File: src/rtl/cbank_pkg.sv
package cbank_pkg;
    localparam int NPORT = 16;

    typedef struct packed {
        logic [NPORT-1:0] stg;
        logic [NPORT-1:0] app;
        logic             flag;
    } cb_state_t;
endpackage

File: src/rtl/cb_decode.sv
module cb_decode #(
    parameter int ADDR_W = 24,
    parameter int IDX_W = 4,
    parameter int OFS_W = 16,
    parameter int PAGE_W = 4,
    parameter logic [3:0] WIN_PAGE = 4'h5
) (
    input  logic [ADDR_W-1:0] addr,
    output logic              hit,
    output logic [IDX_W-1:0]  idx
);
    localparam int BANK_TOP = ADDR_W - OFS_W - IDX_W;

    logic bank_ok;
    logic page_ok;
    logic [OFS_W-PAGE_W-1:0] unused_ofs;

    generate
        if (BANK_TOP > 0) begin : g_bank_hi
            assign bank_ok = (addr[ADDR_W-1:OFS_W+IDX_W] == '0);
        end else begin : g_bank_all
            assign bank_ok = 1'b1;
        end
    endgenerate

    assign page_ok    = (addr[OFS_W-1:OFS_W-PAGE_W] == WIN_PAGE);
    assign unused_ofs = addr[OFS_W-PAGE_W-1:0];
    assign hit        = bank_ok && page_ok;
    assign idx        = addr[OFS_W+IDX_W-1:OFS_W];
endmodule

File: src/rtl/cb_core.sv
module cb_core
    import cbank_pkg::*;
#(
    parameter int IDX_W = 4,
    parameter int HID_W = 8,
    parameter int APPLY_LO = 2,
    parameter int APPLY_HI = 13,
    parameter int COMMIT_IDX = 14,
    parameter int MODE_IDX = 15,
    parameter int ACK_IDX = 0,
    parameter logic [NPORT-1:0] RST_VAL = 16'h0BEC,
    parameter logic [HID_W-1:0] HID_INIT = 8'h3F
) (
    input  logic              clk,
    input  logic              rst_n,
    input  logic              wr_hit,
    input  logic [IDX_W-1:0]  wr_idx,
    input  logic              wr_bit,
    input  logic              ready_evt,
    output logic [NPORT-1:0]  stg_q,
    output logic [NPORT-1:0]  app_q,
    output logic [HID_W-1:0]  hid_q,
    output logic              flag_q
);
    localparam int HID_AW = $clog2(HID_W);
    localparam logic [IDX_W-1:0] COMMIT_I = IDX_W'(COMMIT_IDX);
    localparam logic [IDX_W-1:0] ACK_I    = IDX_W'(ACK_IDX);

    cb_state_t st_d, st_q;
    logic [HID_W-1:0] hid_d;
    logic [HID_W-1:0] hid_r = HID_INIT;

    always_comb begin
        st_d  = st_q;
        hid_d = hid_r;
        if (wr_hit) begin
            if (st_q.stg[MODE_IDX]) begin
                hid_d[wr_idx[HID_AW-1:0]] = wr_bit;
            end
            st_d.stg[wr_idx] = wr_bit;
            if (wr_idx == COMMIT_I) begin
                for (int b = APPLY_LO; b <= APPLY_HI; b++) begin
                    st_d.app[b] = st_q.stg[b];
                end
            end
            if (wr_idx == ACK_I) begin
                st_d.flag = 1'b0;
            end
        end
        if (ready_evt) begin
            st_d.flag = 1'b1;
        end
    end

    always_ff @(posedge clk) begin
        if (!rst_n) begin
            st_q.stg  <= RST_VAL;
            st_q.app  <= RST_VAL;
            st_q.flag <= 1'b0;
        end else begin
            st_q <= st_d;
        end
    end

    // shadow array deliberately has no reset term
    always_ff @(posedge clk) begin
        if (rst_n) begin
            hid_r <= hid_d;
        end
    end

    assign stg_q  = st_q.stg;
    assign app_q  = st_q.app;
    assign hid_q  = hid_r;
    assign flag_q = st_q.flag;

    // a commit write copies the staged mapping bits
    assert_commit_copy_R4: assert property (@(posedge clk) disable iff (!rst_n)
        (wr_hit && wr_idx == COMMIT_I) |=>
            (app_q[APPLY_HI:APPLY_LO] == $past(stg_q[APPLY_HI:APPLY_LO])));

    // applied array only moves on a commit
    assert_applied_hold_R3: assert property (@(posedge clk) disable iff (!rst_n)
        !(wr_hit && wr_idx == COMMIT_I) |=> $stable(app_q));

    // a ready event always leaves the flag set
    assert_event_sets_R10: assert property (@(posedge clk) disable iff (!rst_n)
        ready_evt |=> flag_q);

    // flag falls only after an acknowledge write
    assert_flag_ack_R9: assert property (@(posedge clk) disable iff (!rst_n)
        $fell(flag_q) |-> $past(wr_hit && wr_idx == ACK_I));

    // shadow array is untouched while the mode bit is clear
    assert_hid_guard_R7: assert property (@(posedge clk) disable iff (!rst_n)
        !stg_q[MODE_IDX] |=> $stable(hid_q));
endmodule

File: src/rtl/cb_readmux.sv
module cb_readmux
    import cbank_pkg::*;
#(
    parameter int IDX_W = 4,
    parameter int HID_W = 8,
    parameter int APPLY_LO = 2,
    parameter int APPLY_HI = 13,
    parameter int MODE_IDX = 15,
    parameter int FLAG_IDX = 0,
    parameter int EN_IDX = 1
) (
    input  logic [IDX_W-1:0]  idx,
    input  logic [NPORT-1:0]  stg,
    input  logic [NPORT-1:0]  app,
    input  logic [HID_W-1:0]  hid,
    input  logic              flag,
    output logic              rbit
);
    localparam int HID_AW = $clog2(HID_W);

    always_comb begin
        if (stg[MODE_IDX]) begin
            rbit = hid[idx[HID_AW-1:0]];
        end else if (int'(idx) == FLAG_IDX) begin
            rbit = flag;
        end else if (int'(idx) == EN_IDX) begin
            rbit = stg[EN_IDX];
        end else if (int'(idx) >= APPLY_LO && int'(idx) <= APPLY_HI) begin
            rbit = app[idx];
        end else begin
            rbit = 1'b0;
        end
    end
endmodule

File: src/rtl/ctrl_bit_bank.sv
module ctrl_bit_bank
    import cbank_pkg::*;
#(
    parameter int ADDR_W = 24,
    parameter int DATA_W = 8,
    parameter int IDX_W = 4,
    parameter int HID_W = 8,
    parameter int APPLY_LO = 2,
    parameter int APPLY_HI = 13,
    parameter int EN_IDX = 1
) (
    input  logic              clk,
    input  logic              rst_n,
    input  logic [ADDR_W-1:0] bus_addr,
    input  logic [DATA_W-1:0] bus_wdata,
    input  logic              bus_wr,
    input  logic              bus_rd,
    input  logic              ready_evt,
    output logic [DATA_W-1:0] bus_rdata,
    output logic [DATA_W-1:0] bus_rdata_oe,
    output logic              irq,
    output logic [NPORT-1:0]  ctl_applied
);
    localparam int BIT_POS = DATA_W - 1;

    function automatic logic [NPORT-1:0] apply_mask();
        logic [NPORT-1:0] m = '0;
        for (int b = APPLY_LO; b <= APPLY_HI; b++) m[b] = 1'b1;
        return m;
    endfunction
    localparam logic [NPORT-1:0] APPLY_MASK = apply_mask();

    logic             hit;
    logic [IDX_W-1:0] idx;
    logic [NPORT-1:0] stg_q, app_q;
    logic [HID_W-1:0] hid_q;
    logic             flag_q;
    logic             rbit;
    logic [BIT_POS-1:0] unused_wlow;

    assign unused_wlow = bus_wdata[BIT_POS-1:0];

    cb_decode #(.ADDR_W(ADDR_W), .IDX_W(IDX_W)) u_dec (
        .addr (bus_addr),
        .hit  (hit),
        .idx  (idx)
    );

    cb_core #(.IDX_W(IDX_W), .HID_W(HID_W), .APPLY_LO(APPLY_LO), .APPLY_HI(APPLY_HI)) u_core (
        .clk       (clk),
        .rst_n     (rst_n),
        .wr_hit    (bus_wr && hit),
        .wr_idx    (idx),
        .wr_bit    (bus_wdata[BIT_POS]),
        .ready_evt (ready_evt),
        .stg_q     (stg_q),
        .app_q     (app_q),
        .hid_q     (hid_q),
        .flag_q    (flag_q)
    );

    cb_readmux #(.IDX_W(IDX_W), .HID_W(HID_W), .APPLY_LO(APPLY_LO), .APPLY_HI(APPLY_HI),
                 .EN_IDX(EN_IDX)) u_rmux (
        .idx  (idx),
        .stg  (stg_q),
        .app  (app_q),
        .hid  (hid_q),
        .flag (flag_q),
        .rbit (rbit)
    );

    assign bus_rdata    = {rbit, {BIT_POS{1'b0}}};
    assign bus_rdata_oe = (bus_rd && hit) ? {1'b1, {BIT_POS{1'b0}}} : '0;
    assign irq          = flag_q && stg_q[EN_IDX];
    assign ctl_applied  = app_q & APPLY_MASK;

    // interrupt output only with the enable set
    assert_irq_enable_R11: assert property (@(posedge clk) disable iff (!rst_n)
        irq |-> stg_q[EN_IDX]);
endmodule

File: config.mk
export PLATFORM = sky130hd
export DESIGN_NAME = ctrl_bit_bank
export DESIGN_NICKNAME = d
export VERILOG_FILES = /design/src/rtl/cbank_pkg.sv /design/src/rtl/cb_decode.sv /design/src/rtl/cb_core.sv /design/src/rtl/cb_readmux.sv /design/src/rtl/ctrl_bit_bank.sv
export SDC_FILE = /design/constraint.sdc
export NUM_CORES = 1
export LEC_CHECK = 0
export ABC_CLOCK_PERIOD_IN_PS = 5000
export CAP_MARGIN = 0
export CORE_MARGIN = 5
export CORE_UTILIZATION = 46
export DETAILED_ROUTE_END_ITERATION = 12
export HOLD_SLACK_MARGIN = 0.03
export PLACE_DENSITY = 0.84
export SETUP_SLACK_MARGIN = 0.1
export SYNTH_ARGS = -nofsm -noshare
export SYNTH_HDL_FRONTEND = slang
export SYNTH_SLANG_ARGS = --single-unit
File: constraint.sdc
create_clock -name clk -period 5 [get_ports clk]
set_input_delay 0.5 -clock clk [delete_from_list [all_inputs] [get_ports clk]]
set_output_delay 0.5 -clock clk [all_outputs]
set_load 0.01 [all_outputs]
==> results of run 1 <==
## layer usage
metal	track usage (%)	vias to the layer above	share of wire, %
li1	-	706	-
met1	20.45	686	45
met2	21.84	48	45
met3	5.610	7	7.8
met4	6.472	0	2.0
met5	0	-	0
## sequential cells by signal, summed over array words and instances, names as in the netlist
name,flops
u_core.flag_q,1
u_core.stg_q,14
u_core.app_q,12
u_core.hid_q,8
## cell families after synthesis
kind of cell,Yosys count,share of synthesized area [%]
multiplexers,8,6.785
AND/OR/NAND/NOR,75,21.29
flip-flops,35,44.57
AO/OA/AOI/OAI,39,14.50
buffers and inverters,35,12.64
other,1,0.2141
## worst reg2reg max path: stages, from the launching register on
cell,delay [ns]
dfxtp_1,0.37
nand4_1,0.33
nor2_1,0.28
## cells in the final DEF (no fill, tap or decap), drive strengths merged, types with 8 or more instances in the layout
cell type,count
a21oi,8
nor2,13
o21ai,12
dfxtp,27
nand2,30
nand3,11
o311ai,8
clkdlybuf4s50,32
edfxtp,8
conb,18
## metrics by stage
| step | setup WS (ns) | hold slack, ns | power (mW) | instances |
|---|---|---|---|---|
| 2_1_floorplan | 2.724 | 0.4329 | 0.3348 | 210 |
| 3_3_place_gp | 1.560 | 0.4462 | 0.3442 | 260 |
| 3_5_place_dp | 1.525 | 0.4469 | 0.3449 | 260 |
| 4_1_cts | 1.513 | 0.4621 | 0.5415 | 268 |
| 5_1_grt | 1.386 | 0.4880 | 0.5618 | 268 |
| 6_report | 1.551 | 0.4582 | 0.5369 | 268 |
## where the power goes
| group | total (mW) | switching [mW] | leakage, nW | internal (mW) |
|---|---|---|---|---|
| clock | 0.198 | 0.101 | 0.0455 | 0.0976 |
| combinational | 0.0490 | 0.0282 | 0.416 | 0.0207 |
| sequential | 0.290 | 0.000471 | 0.290 | 0.289 |
## area by class of cell
class                           count  area [um^2]  share of cell area (%)
Sequential cell                    35        780.7                   37.52
Timing Repair Buffer               33        327.8                   15.75
Clock buffer                        6        72.57                   3.488
Inverter                            4        15.01                  0.7216
Tap cell                           48        60.06                   2.886
Multi-Input combinational cell    140        813.3                   39.09
Clock inverter                      2        11.26                  0.5412
## path summary, 6_finish.rpt
kind | start | end | slack (ns) | cells after the start
max | bus_addr[16] | bus_rdata[7] | 1.55 | 6
min | u_core.stg_q[13] | u_core.app_q[13] | 0.46 | 2
min reg2reg | u_core.stg_q[13] | u_core.app_q[13] | 0.46 | 2
max reg2reg | u_core.stg_q[15] | u_core.hid_q[7] | 3.74 | 2
==> run_results.csv, run 1 <==
group,metric,value,unit
floorplan,initial_core_util,47.49,%
job,maxCapViolations,0,
setup_path,worstSetupPathType,"input port to primary output",
route,wl_per_cell,14.04,um
setup_path,slowest_delay,0.94,ns
floorplan,coreArea,3689,um^2
synth,synth.top_cell.area_share,30.86,%
clock_tree,post_cts_buffers,0,
setup_path,crit_required,4.50,ns
synth,async_flop_share,0,%
synth,yosys.area.top_type,"dfxtp_1",
run_status,status,"complete, no violations",
setup_path,cp_num_buf_inv,2,
floorplan,die_height,71.71,um
sta,clock_skew,0.007897,ns
power_and_ir_drop,irDropWorstVdd,0.1576,mV
sta,slew_headroom,49.82,%
setup_path,crit_top_cell,"clkdlybuf4s50_1",
synth,synth_edf_count,8,
place,dp.final_hpwl,2.737,mm
layout,fin_util,56.41,%
synth,yosysMostFrequentCell,"nand2_1",
clock_tree,clkTransAtPathRegs,0.07,ns
synth,synthFlopType,"dfxtp_1",
clock_tree,postCtsHoldBufs,0,
global_routing,grt_max_degree,23,
global_routing,grt_usage,15.21,%
setup_path,arrival,2.95,ns
hold_path,min_path_type,"register to register",
clock_tree,cts_sinks,35,
route,vias,1447,
floorplan,rows,22,
sta,grt_setup_unrepaired,"false",
route,ant_nets,0,
sta,layout_min_cycle_time,3.449,ns
route,drc,0,
clock_tree,ctsResizeCount,0,
sta,min_period_over_period,68.97,%
synth,netlist_instances,193,
power_and_ir_drop,power_density,258.1,nW/um^2
synth,synth_area,1752,um^2
clock_tree,cts_tree,"yes",
floorplan,die-area,5142,um^2
synth,syn_area_per_cell,9.076,um^2
floorplan,io_pins,70,
setup_path,crit_family,"buffers and inverters",
sta,timing.fmax,290.0,MHz
clock_tree,clk_latency,0.29,ns
global_routing,antenna_found_initial,0,
layout,drive_gt1_share,6.818,%
global_routing,gr-total-overflow,0,
sta,hold_viol,0,
synth,synth_commonest_cells,"nand2_1 (30), dfxtp_1 (27), buf_4 (19)",
synth,synth_cell_type_count,39,
sta,drv_slew,0,
setup_path,crit_chain,"clkdlybuf4s50_1 -> mux4_2 -> nor3b_1 -> a21o_1 -> o211ai_1 -> clkdlybuf4s50_1",
power_and_ir_drop,p_leak,0.7520,nW
layout,num_antenna_cells,0,
global_routing,grt_pass1_vias,1225,
sta,tns,0,ns
clock_tree,ctsRootBufferMaster,"clkbuf_8",
route,vias_per_cell,5.399,
layout,design_area,2081,um^2
setup_path,worst-path-max-fanout,16,
clock_tree,htreeDepth,2,
sta,setup_viol,0,
place,gp_congestion,0.8401,
global_routing,grt_pass1_wl,5.982,mm
setup_path,critPathLaunchType,"input port",
place,io_buffers,32,
sta,worstMarginPinSlew,0.7504,ns
synth,synth-seq-cells,35,
setup_path,end_kind,"primary output",
route,wl,3.762,mm
place,dpl_cell_area,1997,um^2
route,firstDrtPassIters,4,
synth,ys_warn_count,0,
layout,num-fill-cells,350,
route,drtIter0Drc,131,
setup_path,crit_slowest_cell,"clkdlybuf4s50_1",
layout,syn2layout_area_growth,18.79,%
synth,ys_seq_area_share,44.57,%
floorplan,die_x,71.71,um
clock_tree,numCtsBuffers,5,
clock_tree,clockBufferDepth,2,
layout,fin_nets,256,
synth,synthTopCellsByArea,"dfxtp_1 (31%), edfxtp_1 (14%), buf_4 (8.1%)",
(Power assumes the default switching activity.)
==> run 2, diff against run 1 <==
--- a/config.mk
+++ b/config.mk
@@ -5,13 +5,13 @@
 export SDC_FILE = /design/constraint.sdc
 export NUM_CORES = 1
 export LEC_CHECK = 0
-export ABC_CLOCK_PERIOD_IN_PS = 5000
+export ABC_CLOCK_PERIOD_IN_PS = 3050
 export CAP_MARGIN = 0
 export CORE_MARGIN = 5
-export CORE_UTILIZATION = 46
+export CORE_UTILIZATION = 39
 export DETAILED_ROUTE_END_ITERATION = 12
 export HOLD_SLACK_MARGIN = 0.03
-export PLACE_DENSITY = 0.84
+export PLACE_DENSITY = 0.76
 export SETUP_SLACK_MARGIN = 0.1
 export SYNTH_ARGS = -nofsm -noshare
 export SYNTH_HDL_FRONTEND = slang
==> constraint.sdc (replaced) <==
create_clock -name clk -period 3.05 [get_ports clk]
set_input_delay 0.305 -clock clk [delete_from_list [all_inputs] [get_ports clk]]
set_output_delay 0.305 -clock clk [all_outputs]
set_load 0.01 [all_outputs]
==> run 2 against run 1 <==
Net effect:
- die area increased by 15%
- register-to-register slack lost 1.9 ns
- total power is 72% higher
- combinational power is 77% higher
- non-clock buffer count up 6
- clock power rose by 81%
- largest power group unchanged
==> run_results.csv, run 2 (same netlist as run 1, synthesis figures left out) <==
group,metric,value,unit
clock_tree,htreeDepth,2,
power_and_ir_drop,comb_power_share,9.4,%
setup_path,slowest_delay,0.64,ns
power_and_ir_drop,irDropWorstVdd,0.1930,mV
clock_tree,clk_latency,0.29,ns
clock_tree,ctsResizeCount,0,
clock_tree,cts_tree,"yes",
power_and_ir_drop,p_switching,0.2235,mW
power_and_ir_drop,clkPwrFrac,39.0,%
route,vias,1423,
place,io_buffers,32,
sta,drv_slew,0,
layout,fin_util,49.25,%
global_routing,grt_max_degree,23,
global_routing,antenna_found_initial,0,
sta,tns,0,ns
power_and_ir_drop,pwr-share-seq,51.6,%
sta,clock_skew,0.007885,ns
setup_path,cp_num_buf_inv,3,
floorplan,initial_core_util,40.23,%
place,place_inst,270,
place,dp.final_hpwl,2.888,mm
sta,timing.fmax,359.6,MHz
setup_path,crit_required,2.74,ns
power_and_ir_drop,power_density,429.4,nW/um^2
setup_path,critPathLaunchType,"input port",
layout,drive_gt1_share,9.735,%
setup_path,arrival,2.48,ns
route,vias_per_cell,5.119,
global_routing,grt_pass1_vias,1308,
setup_path,end_kind,"primary output",
route,wl,3.945,mm
global_routing,grt_usage,13.43,%
floorplan,die_x,77.02,um
clock_tree,ctsRootBufferMaster,"clkbuf_8",
job,maxCapViolations,0,
layout,final_common_cell,"clkdlybuf4s50_1",
layout,largest_reg_flops,14,
layout,fin_nets,262,
floorplan,die_height,77.02,um
setup_path,crit_slowest_cell,"clkdlybuf4s50_1",
route,wl_per_cell,14.19,um
sta,holdWs,0.4596,ns
floorplan,rows,24,
clock_tree,clockBufferDepth,2,
hold_path,min_path_type,"register to register",
floorplan,coreArea,4354,um^2
clock_tree,cts_sinks,35,
setup_path,crit_chain,"clkdlybuf4s50_1 -> buf_4 -> mux4_2 -> o211ai_1 -> o211ai_1 -> clkdlybuf4s50_1",
power_and_ir_drop,p_int,0.6974,mW
run_status,status,"complete, no violations",
route,drtIter0Drc,141,
sta,grt_setup_unrepaired,"false",
clock_tree,clkTransAtPathRegs,0.08,ns
sta,layout_min_cycle_time,2.781,ns
sta,hold_viol,0,
power_and_ir_drop,swShare,24.27,%
layout,num_antenna_cells,0,
route,drc,0,
layout,num-fill-cells,422,
layout,mostFrequentLayoutCells,"clkdlybuf4s50_1 (32), nand2_1 (30), dfxtp_1 (27), conb_1 (18), nor2_1 (13)",
clock_tree,postCtsHoldBufs,0,
layout,syn2layout_area_growth,22.43,%
global_routing,grt_pass1_wl,6.354,mm
setup_path,worstSetupPathType,"input port to primary output",
route,ant_nets,0,
clock_tree,post_cts_buffers,0,
setup_path,crit_family,"buffers and inverters",
sta,min_period_over_period,91.17,%
power_and_ir_drop,p_leak,0.7866,nW
layout,layout.cells.non_filler,278,
global_routing,gr-total-overflow,0,
floorplan,io_pins,70,
floorplan,die-area,5932,um^2
sta,setup_viol,0,
place,gp_congestion,0.7651,
route,firstDrtPassIters,4,
clock_tree,numCtsBuffers,5,
setup_path,worst-path-max-fanout,9,
## run 2: cell types whose count changed in the layout (fill, tap and decap cells not counted)
cell,before,now
clkinv_2,1,0
clkinv_4,0,1
clkbuf_8,5,6
clkbuf_1,1,0
buf_4,1,7
## run 2: power groups by stage
stage	Combinational, mW	Sequential (mW)	Clock [mW]
detailed placement	0.0856	0.485	0
finish	0.0867	0.475	0.359
global placement	0.0851	0.485	0
global route	0.0932	0.475	0.393
CTS	0.0860	0.475	0.369
floorplan	0.0637	0.485	0
## run 2: path summary, 6_finish.rpt
path,slack (ns),start,cells after the start,endpoint
setup / recovery,0.27,bus_addr[16],6,bus_rdata[7]
setup reg to reg,1.89,u_core.stg_q[15],2,u_core.hid_q[0]
hold reg to reg,0.46,u_core.stg_q[13],2,u_core.app_q[13]
hold / removal,0.46,u_core.stg_q[13],2,u_core.app_q[13]
## run 2: metrics by stage
stage,power [mW],setup slack [ns],area [um^2]
3_5_place_dp,0.5711,0.2707,2047
6_report,0.9209,0.2695,2145
4_1_cts,0.9301,0.2548,2145
5_1_grt,0.9613,0.1847,2145
2_1_floorplan,0.5489,1.055,1815
3_3_place_gp,0.5704,0.2500,2047
## run 2: tightest hold or removal path, delay by kind of cell, from the launching register on
kind | cells | cell delay, ns
AO/OA/AOI/OAI | 1 | 0.06
flip-flops | 1 | 0.31
AND/OR/NAND/NOR | 1 | 0.05
## run 2: final cells by class
type                            count  area [um^2]  share of cell area (%)
Clock buffer                        6        82.58                   3.851
Clock inverter                      2        15.01                  0.7001
Inverter                            4        15.01                  0.7001
Multi-Input combinational cell    140        813.3                   37.92
Sequential cell                    35        780.7                   36.41
Tap cell                           52        65.06                   3.034
Timing Repair Buffer               39        372.9                   17.39
## run 2: per-layer routing
layer	GRT usage [%]	part of all wire, %
met5	0	0
met4	3.608	0.30
met3	6.089	8.3
met2	20.29	46
met1	17.36	45
